`config.mk`:
```
export PLATFORM = sky130hd
export DESIGN_NAME = irq_vector_ctrl
export DESIGN_NICKNAME = d
export VERILOG_FILES = /design/src/rtl/vic_pkg.sv /design/src/rtl/vic_sense.sv /design/src/rtl/vic_regfile.sv /design/src/rtl/vic_vector.sv /design/src/rtl/irq_vector_ctrl.sv
export SDC_FILE = /design/constraint.sdc
export NUM_CORES = 1
export LEC_CHECK = 0
export ABC_AREA = 0
export BUFFER_PORTS_ARGS = -buffer_cell sky130_fd_sc_hd__buf_4
export CAP_MARGIN = 10
export CELL_PAD_IN_SITES_DETAIL_PLACEMENT = 0
export CELL_PAD_IN_SITES_GLOBAL_PLACEMENT = 2
export CORE_ASPECT_RATIO = 1.2
export CORE_MARGIN = 2
export CORE_UTILIZATION = 27
export CTS_BUF_LIST = sky130_fd_sc_hd__clkbuf_2 sky130_fd_sc_hd__clkbuf_4 sky130_fd_sc_hd__clkbuf_8
export CTS_CLUSTER_DIAMETER = 60
export DETAILED_ROUTE_END_ITERATION = 6
export GPL_TIMING_DRIVEN = 0
export PLACE_DENSITY = 0.92
export SETUP_SLACK_MARGIN = 0.15
export SYNTH_ARGS = -nofsm -noshare
export SYNTH_HDL_FRONTEND = slang
export SYNTH_SLANG_ARGS = --single-unit
```
`constraint.sdc`:
```
create_clock -name clk -period 2.67 [get_ports clk]
set_clock_uncertainty 0.1 [all_clocks]
set_input_delay 0 -clock clk [delete_from_list [all_inputs] [get_ports clk]]
set_output_delay 0 -clock clk [all_outputs]
set_load 0.02 [all_outputs]
```
`src/rtl/vic_pkg.sv`:
```
package vic_pkg;
  localparam int unsigned WORD_IDX_W = 3;

  localparam logic [WORD_IDX_W-1:0] REG_STATUS = 3'd0;
  localparam logic [WORD_IDX_W-1:0] REG_PEND   = 3'd1;
  localparam logic [WORD_IDX_W-1:0] REG_ENABLE = 3'd2;
  localparam logic [WORD_IDX_W-1:0] REG_ACK    = 3'd3;
  localparam logic [WORD_IDX_W-1:0] REG_SETEN  = 3'd4;
  localparam logic [WORD_IDX_W-1:0] REG_CLREN  = 3'd5;
  localparam logic [WORD_IDX_W-1:0] REG_VECTOR = 3'd6;
  localparam logic [WORD_IDX_W-1:0] REG_MASTER = 3'd7;

  localparam logic [31:0] NO_VECTOR = 32'hFFFF_FFFF;

  typedef struct packed {
    logic hw_out_en;
    logic global_en;
  } master_t;

  // Index of the lowest set bit, or all ones when none is set.
  function automatic logic [31:0] lowest_index(input logic [31:0] v);
    logic [31:0] res;
    res = NO_VECTOR;
    for (int i = 31; i >= 0; i--) begin
      if (v[i]) res = 32'(i);
    end
    return res;
  endfunction

  // Enable update for the three writable enable views.
  function automatic logic [31:0] next_enable(input logic [31:0] cur,
                                              input logic [31:0] wd,
                                              input logic        wr_full,
                                              input logic        wr_set,
                                              input logic        wr_clr);
    logic [31:0] res;
    res = cur;
    if (wr_full) res = wd;
    if (wr_set)  res = cur | wd;
    if (wr_clr)  res = cur & ~wd;
    return res;
  endfunction
endpackage

```
`src/rtl/vic_sense.sv`:
```
module vic_sense #(
  parameter int unsigned N_SRC     = 8,
  parameter logic [31:0] EDGE_MASK = 32'h0000_00F0
) (
  input  logic             clk,
  input  logic             rst_n,
  input  logic [N_SRC-1:0] irq_in,
  output logic [N_SRC-1:0] edge_evt,
  output logic [N_SRC-1:0] level_act
);
  logic [N_SRC-1:0] samp_q;
  logic [N_SRC-1:0] prev_q;

  always_ff @(posedge clk or negedge rst_n) begin
    if (!rst_n) begin
      samp_q <= '0;
      prev_q <= '0;
    end else begin
      samp_q <= irq_in;
      prev_q <= samp_q;
    end
  end

  for (genvar g = 0; g < N_SRC; g++) begin : g_line
    if (EDGE_MASK[g]) begin : g_edge
      assign edge_evt[g]  = samp_q[g] & ~prev_q[g];
      assign level_act[g] = 1'b0;
    end else begin : g_level
      assign edge_evt[g]  = 1'b0;
      assign level_act[g] = samp_q[g];
    end
  end
endmodule

```
`src/rtl/vic_regfile.sv`:
```
module vic_regfile
  import vic_pkg::*;
#(
  parameter int unsigned N_SRC = 8
) (
  input  logic             clk,
  input  logic             rst_n,
  input  logic [4:0]       bus_addr,
  input  logic             bus_we,
  input  logic [31:0]      bus_wdata,
  input  logic [N_SRC-1:0] edge_evt,
  input  logic [N_SRC-1:0] level_act,
  output logic [N_SRC-1:0] status_q,
  output logic [N_SRC-1:0] enable_q,
  output master_t          master_q,
  output logic             wr_ack,
  output logic             wr_set,
  output logic             wr_clr
);
  logic [WORD_IDX_W-1:0] widx;
  logic                  wr_en_full;
  logic                  wr_master;
  logic [N_SRC-1:0]      ack_mask;
  logic [N_SRC-1:0]      status_d;
  logic [31:0]           enable_d32;

  assign widx       = bus_addr[4:2];
  assign wr_ack     = bus_we && (widx == REG_ACK);
  assign wr_set     = bus_we && (widx == REG_SETEN);
  assign wr_clr     = bus_we && (widx == REG_CLREN);
  assign wr_en_full = bus_we && (widx == REG_ENABLE);
  assign wr_master  = bus_we && (widx == REG_MASTER);

  assign ack_mask   = wr_ack ? bus_wdata[N_SRC-1:0] : '0;

  // Edge events beat a same-cycle acknowledge; a held level is
  // suppressed for the acknowledge cycle and returns on the next one.
  assign status_d   = edge_evt | (level_act & ~ack_mask) | (status_q & ~ack_mask);

  assign enable_d32 = next_enable(32'(enable_q), bus_wdata,
                                  wr_en_full, wr_set, wr_clr);

  always_ff @(posedge clk or negedge rst_n) begin
    if (!rst_n) begin
      status_q <= '0;
      enable_q <= '0;
      master_q <= '0;
    end else begin
      status_q <= status_d;
      enable_q <= enable_d32[N_SRC-1:0];
      if (wr_master) master_q <= master_t'(bus_wdata[1:0]);
    end
  end
endmodule

```
`src/rtl/vic_vector.sv`:
```
module vic_vector
  import vic_pkg::*;
#(
  parameter int unsigned N_SRC = 8
) (
  input  logic [N_SRC-1:0] status_q,
  input  logic [N_SRC-1:0] enable_q,
  input  master_t          master_q,
  output logic [N_SRC-1:0] pend,
  output logic [31:0]      vector,
  output logic             req_d
);
  assign pend   = status_q & enable_q;
  assign vector = lowest_index(32'(pend));
  assign req_d  = (|pend) && master_q.global_en && master_q.hw_out_en;
endmodule

```
`src/rtl/irq_vector_ctrl.sv`:
```
module irq_vector_ctrl
  import vic_pkg::*;
#(
  parameter int unsigned N_SRC     = 8,
  parameter logic [31:0] EDGE_MASK = 32'h0000_00F0
) (
  input  logic             clk,
  input  logic             rst_n,
  input  logic [4:0]       bus_addr,
  input  logic             bus_we,
  input  logic [31:0]      bus_wdata,
  output logic [31:0]      bus_rdata,
  input  logic [N_SRC-1:0] irq_in,
  output logic             irq_req
);
  logic [N_SRC-1:0] edge_evt;
  logic [N_SRC-1:0] level_act;
  logic [N_SRC-1:0] status_q;
  logic [N_SRC-1:0] enable_q;
  master_t          master_q;
  logic             wr_ack;
  logic             wr_set;
  logic             wr_clr;
  logic [N_SRC-1:0] pend;
  logic [31:0]      vector;
  logic             req_d;
  logic             req_q;

  vic_sense #(.N_SRC(N_SRC), .EDGE_MASK(EDGE_MASK)) u_sense (
    .clk(clk), .rst_n(rst_n), .irq_in(irq_in),
    .edge_evt(edge_evt), .level_act(level_act)
  );

  vic_regfile #(.N_SRC(N_SRC)) u_regs (
    .clk(clk), .rst_n(rst_n), .bus_addr(bus_addr), .bus_we(bus_we),
    .bus_wdata(bus_wdata), .edge_evt(edge_evt), .level_act(level_act),
    .status_q(status_q), .enable_q(enable_q), .master_q(master_q),
    .wr_ack(wr_ack), .wr_set(wr_set), .wr_clr(wr_clr)
  );

  vic_vector #(.N_SRC(N_SRC)) u_vec (
    .status_q(status_q), .enable_q(enable_q), .master_q(master_q),
    .pend(pend), .vector(vector), .req_d(req_d)
  );

  always_ff @(posedge clk or negedge rst_n) begin
    if (!rst_n) req_q <= 1'b0;
    else        req_q <= req_d;
  end
  assign irq_req = req_q;

  always_comb begin
    unique case (bus_addr[4:2])
      REG_STATUS: bus_rdata = 32'(status_q);
      REG_PEND:   bus_rdata = 32'(pend);
      REG_ENABLE: bus_rdata = 32'(enable_q);
      REG_VECTOR: bus_rdata = vector;
      REG_MASTER: bus_rdata = 32'(master_q);
      default:    bus_rdata = 32'h0;
    endcase
  end
endmodule

```
==> summary.md <==
| Metric | Value |
|---|---|
| Number of sinks handled by clock tree synthesis | `31` |
| Pre-CTS setup slack | `0.4589 ns` |
| Die Width | `77.16 um` |
| Most frequent standard cell in the layout excluding fill and tap cells | `sky130_fd_sc_hd__buf_4` |
| Cell count after synthesis | `187` |
| Average wire length per cell after detail routing | `12.76 um` |
| Number of nets produced by synthesis | `235` |
| Critical setup path kind | `register to primary output` |
| Adder-cell area share of the yosys netlist | `0` |
| Initial core utilization | `0.2741` |
| Count of antenna diodes in the layout | `0` |
| Dominant cell type by area after synthesis | `sky130_fd_sc_hd__dfrtp_1` |
| Reg-to-reg slack, setup | `1.28 ns` |
| Routed via count | `1615` |
| Final Cycle Share | `0.7813` |
| Number of enable-type register cells in the synthesized netlist | `0` |
| Sum of negative setup slack | `0 ns` |
| Antenna violations before repair | `0` |
| Seq/Total Area, Yosys | `0.4473` |
| Number of distinct library cell variants in the gate-level netlist after synthesis | `33` |
| Worst slew pin tran | `0.5297 ns` |
| Synth async-reset ratio | `1.000` |
| Floorplan Core Area | `0.006326 sq mm` |
| Final weighted congestion in routability-driven placement | `0.7869` |
| Worst slew slack as a fraction of its limit | `0.6468` |
| Total power divided by cell area | `520.8 mW/mm^2` |
| Count of yosys warnings during synthesis | `0` |
| Yosys top cell area share | `0.4473` |
| 1st-iter DRT viols | `83` |
| Clock insertion delay at the later pin of the skew report | `0.29 ns` |
| Endpoint class of the critical path | `primary output` |
| Status | `completed` |
| Final setup violating endpoints | `0` |
| Most used DFF post-synth | `sky130_fd_sc_hd__dfrtp_1` |
| Via count of the first global-routing pass | `1468` |
| Post-layout minimum cycle time | `2.086 ns` |
| Rows | `32` |
| Hpwl dp | `3165 um` |
| Post-Synth XOR/XNOR Area | `0` |
| Deepest clock path buffer count | `2` |
| Setup repair after global routing missed its margin | `no` |
| Final-report max-slew violation count | `0` |
| Pin count of the biggest net entering global routing | `32` |
| Gates resized, CTS repair | `0` |
| TritonCTS clock tree | `done` |
| Dominant combinational cell family by area after synthesis | `compound AO/OA/AOI/OAI gates` |
| Final ANT Viol Nets | `0` |
| H-tree Lvls | `2` |
| Multiplexer fraction of the synthesized cell area | `0.05339` |
| Fraction of the mapped netlist area in compound gates | `0.2078` |
| Path category of the worst min-delay check | `input pin to register` |
| Share of layout cells above drive strength 1 | `0.3596` |
| Leading cell types in the layout, fill and taps excluded | `sky130_fd_sc_hd__buf_4 (77), sky130_fd_sc_hd__nand2_1 (39), sky130_fd_sc_hd__dfrtp_1 (31)` |
| Total overflow reported by the global router | `0` |
| Number of I/O pins | `81` |
| Hold slack final | `0.03082 ns` |
| Clock root cell | `sky130_fd_sc_hd__clkbuf_8` |
| Nets | `314` |
| Number of storage elements in the synthesis netlist | `31` |
| Maximum fanout along the worst path | `12` |
| Die area | `0.007083 sq mm` |
| Req. time, crit path | `2.57 ns` |
| Post-synthesis cell area | `0.001734 sq mm` |
| Category of the worst setup path launch point | `register` |
| Top area cells in the synthesized netlist | `sky130_fd_sc_hd__dfrtp_1 (45%), sky130_fd_sc_hd__buf_4 (10%), sky130_fd_sc_hd__nand2_1 (8.4%)` |
| Overall die height | `91.79 um` |
| Mean cell area of the mapped netlist | `9.274 sq um` |
| Number of buffers created by CTS | `5` |
| # DRC | `0` |
| Global-route wire length before repair | `7465 um` |
| Area after detailed placement | `0.002242 sq mm` |
| Total count of hold-check failures in the final report | `0` |
| IR drop worst, VDD | `0.0001976 V` |
| Quantity of I/O buffers inserted on ports | `52` |
| Static leakage power | `1.252 nW` |
| Final worst-path setup slack | `0.5838 ns` |
| Post-Synth Simple-Gate Area | `0.1544` |
| Area growth from synthesis to layout | `46.75%` |
| All-layer global routing usage | `0.1346` |
| Post-detailed-routing wire length | `4493 um` |
| Upper clock frequency limit | `479.3 MHz` |
| Clock transition at the registers of the reported paths | `0.07 ns` |
| Arrival time of data at the critical path endpoint | `1.99 ns` |
| Final Instance Area | `0.002545 sq mm` |
| Vias per cell | `4.588` |
| Max-capacitance violation count | `0` |
| Total iterations of the first detailed-routing run | `4` |
layer usage:
layer	share of wire	wire length, um	vias up	GRT usage
li1	-	-	804	-
met1	0.43	1917	749	0.1765
met2	0.49	2213	55	0.2152
met3	0.067	299	7	0.03150
met4	0.014	62	0	0.05060
met5	0	0	-	0
per-stage QoR:
step           total power (W)  instances  utilization
5_1_grt               0.001402        352       0.4023
3_5_place_dp         0.0008387        325       0.3544
4_1_cts               0.001343        352       0.4023
3_3_place_gp         0.0008335        324       0.3527
6_report              0.001325        352       0.4023
2_1_floorplan        0.0007172        187            -
registers in the layout, summed over array words and instances (netlist names):
register / count
u_sense.prev_q: 4
u_sense.samp_q: 8
u_regs.enable_q: 8
u_regs.status_q: 8
u_regs.master_q: 2
irq_req: 1
final cells by class:
type,count,area [sq um]
Fill cell,657,3781
Sequential cell,31,775.7
Multi-Input combinational cell,119,720.7
Timing Repair Buffer,72,586.8
Buffer,32,219.0
Tap cell,85,106.4
Clock buffer,6,82.58
Clock inverter,2,35.03
Inverter,5,18.77
timing repair:
action                                 4_1_cts  5_1_grt
endpoints found under the hold margin       57        0
hold buffers                                17        0
setup endpoints to repair                   12        0
setup buffers                                2        0
synth_stat cells (5+ instances only):
cell type                  number
sky130_fd_sc_hd__nor2_1         5
sky130_fd_sc_hd__a21oi_1       14
sky130_fd_sc_hd__nand2_1       39
sky130_fd_sc_hd__o22ai_1       15
sky130_fd_sc_hd__a21o_1         5
sky130_fd_sc_hd__mux2i_1        7
sky130_fd_sc_hd__a221oi_1       8
sky130_fd_sc_hd__inv_1          5
sky130_fd_sc_hd__dfrtp_1       31
sky130_fd_sc_hd__buf_4         23
sky130_fd_sc_hd__o21ai_0        5
critical path: stages, from the launching register on:
cell	delay, ns
sky130_fd_sc_hd__dfrtp_1	0.44
sky130_fd_sc_hd__a22oi_1	0.24
sky130_fd_sc_hd__nand2_1	0.17
sky130_fd_sc_hd__nor4_4	0.38
sky130_fd_sc_hd__buf_4	0.24
sky130_fd_sc_hd__buf_4	0.12
sky130_fd_sc_hd__buf_4	0.12
logic make-up (layout without fill, tap and decap cells):
group           Yosys count  count (layout)
compound gates           55              55
simple gates             55              55
flops                    31              31
buf+inv                  37             117
mux                       9               9
final timing paths:
path	endpoint	startpoint	depth (start not counted)
hold reg to reg	u_sense.prev_q[6]$_DFF_PN0_	u_sense.samp_q[6]$_DFF_PN0_	0
setup reg to reg	irq_req$_DFF_PN0_	u_regs.enable_q[3]$_DFFE_PN0P_	4
min in group asynchronous	u_regs.status_q[1]$_DFF_PN0_	rst_n	2
setup / recovery	bus_rdata[22]	u_regs.enable_q[3]$_DFFE_PN0P_	6
hold / removal	u_regs.master_q[0]$_DFFE_PN0P_	bus_we	3
max in group asynchronous	u_regs.enable_q[6]$_DFFE_PN0P_	rst_n	2
report_power, final:
part	switching [W]	leakage, nW	internal (W)
sequential	0.0000269	0.359	0.000503
clock	0.000176	0.0612	0.000302
combinational	0.000162	0.832	0.000156
Power figures use the tool's default switching activity.
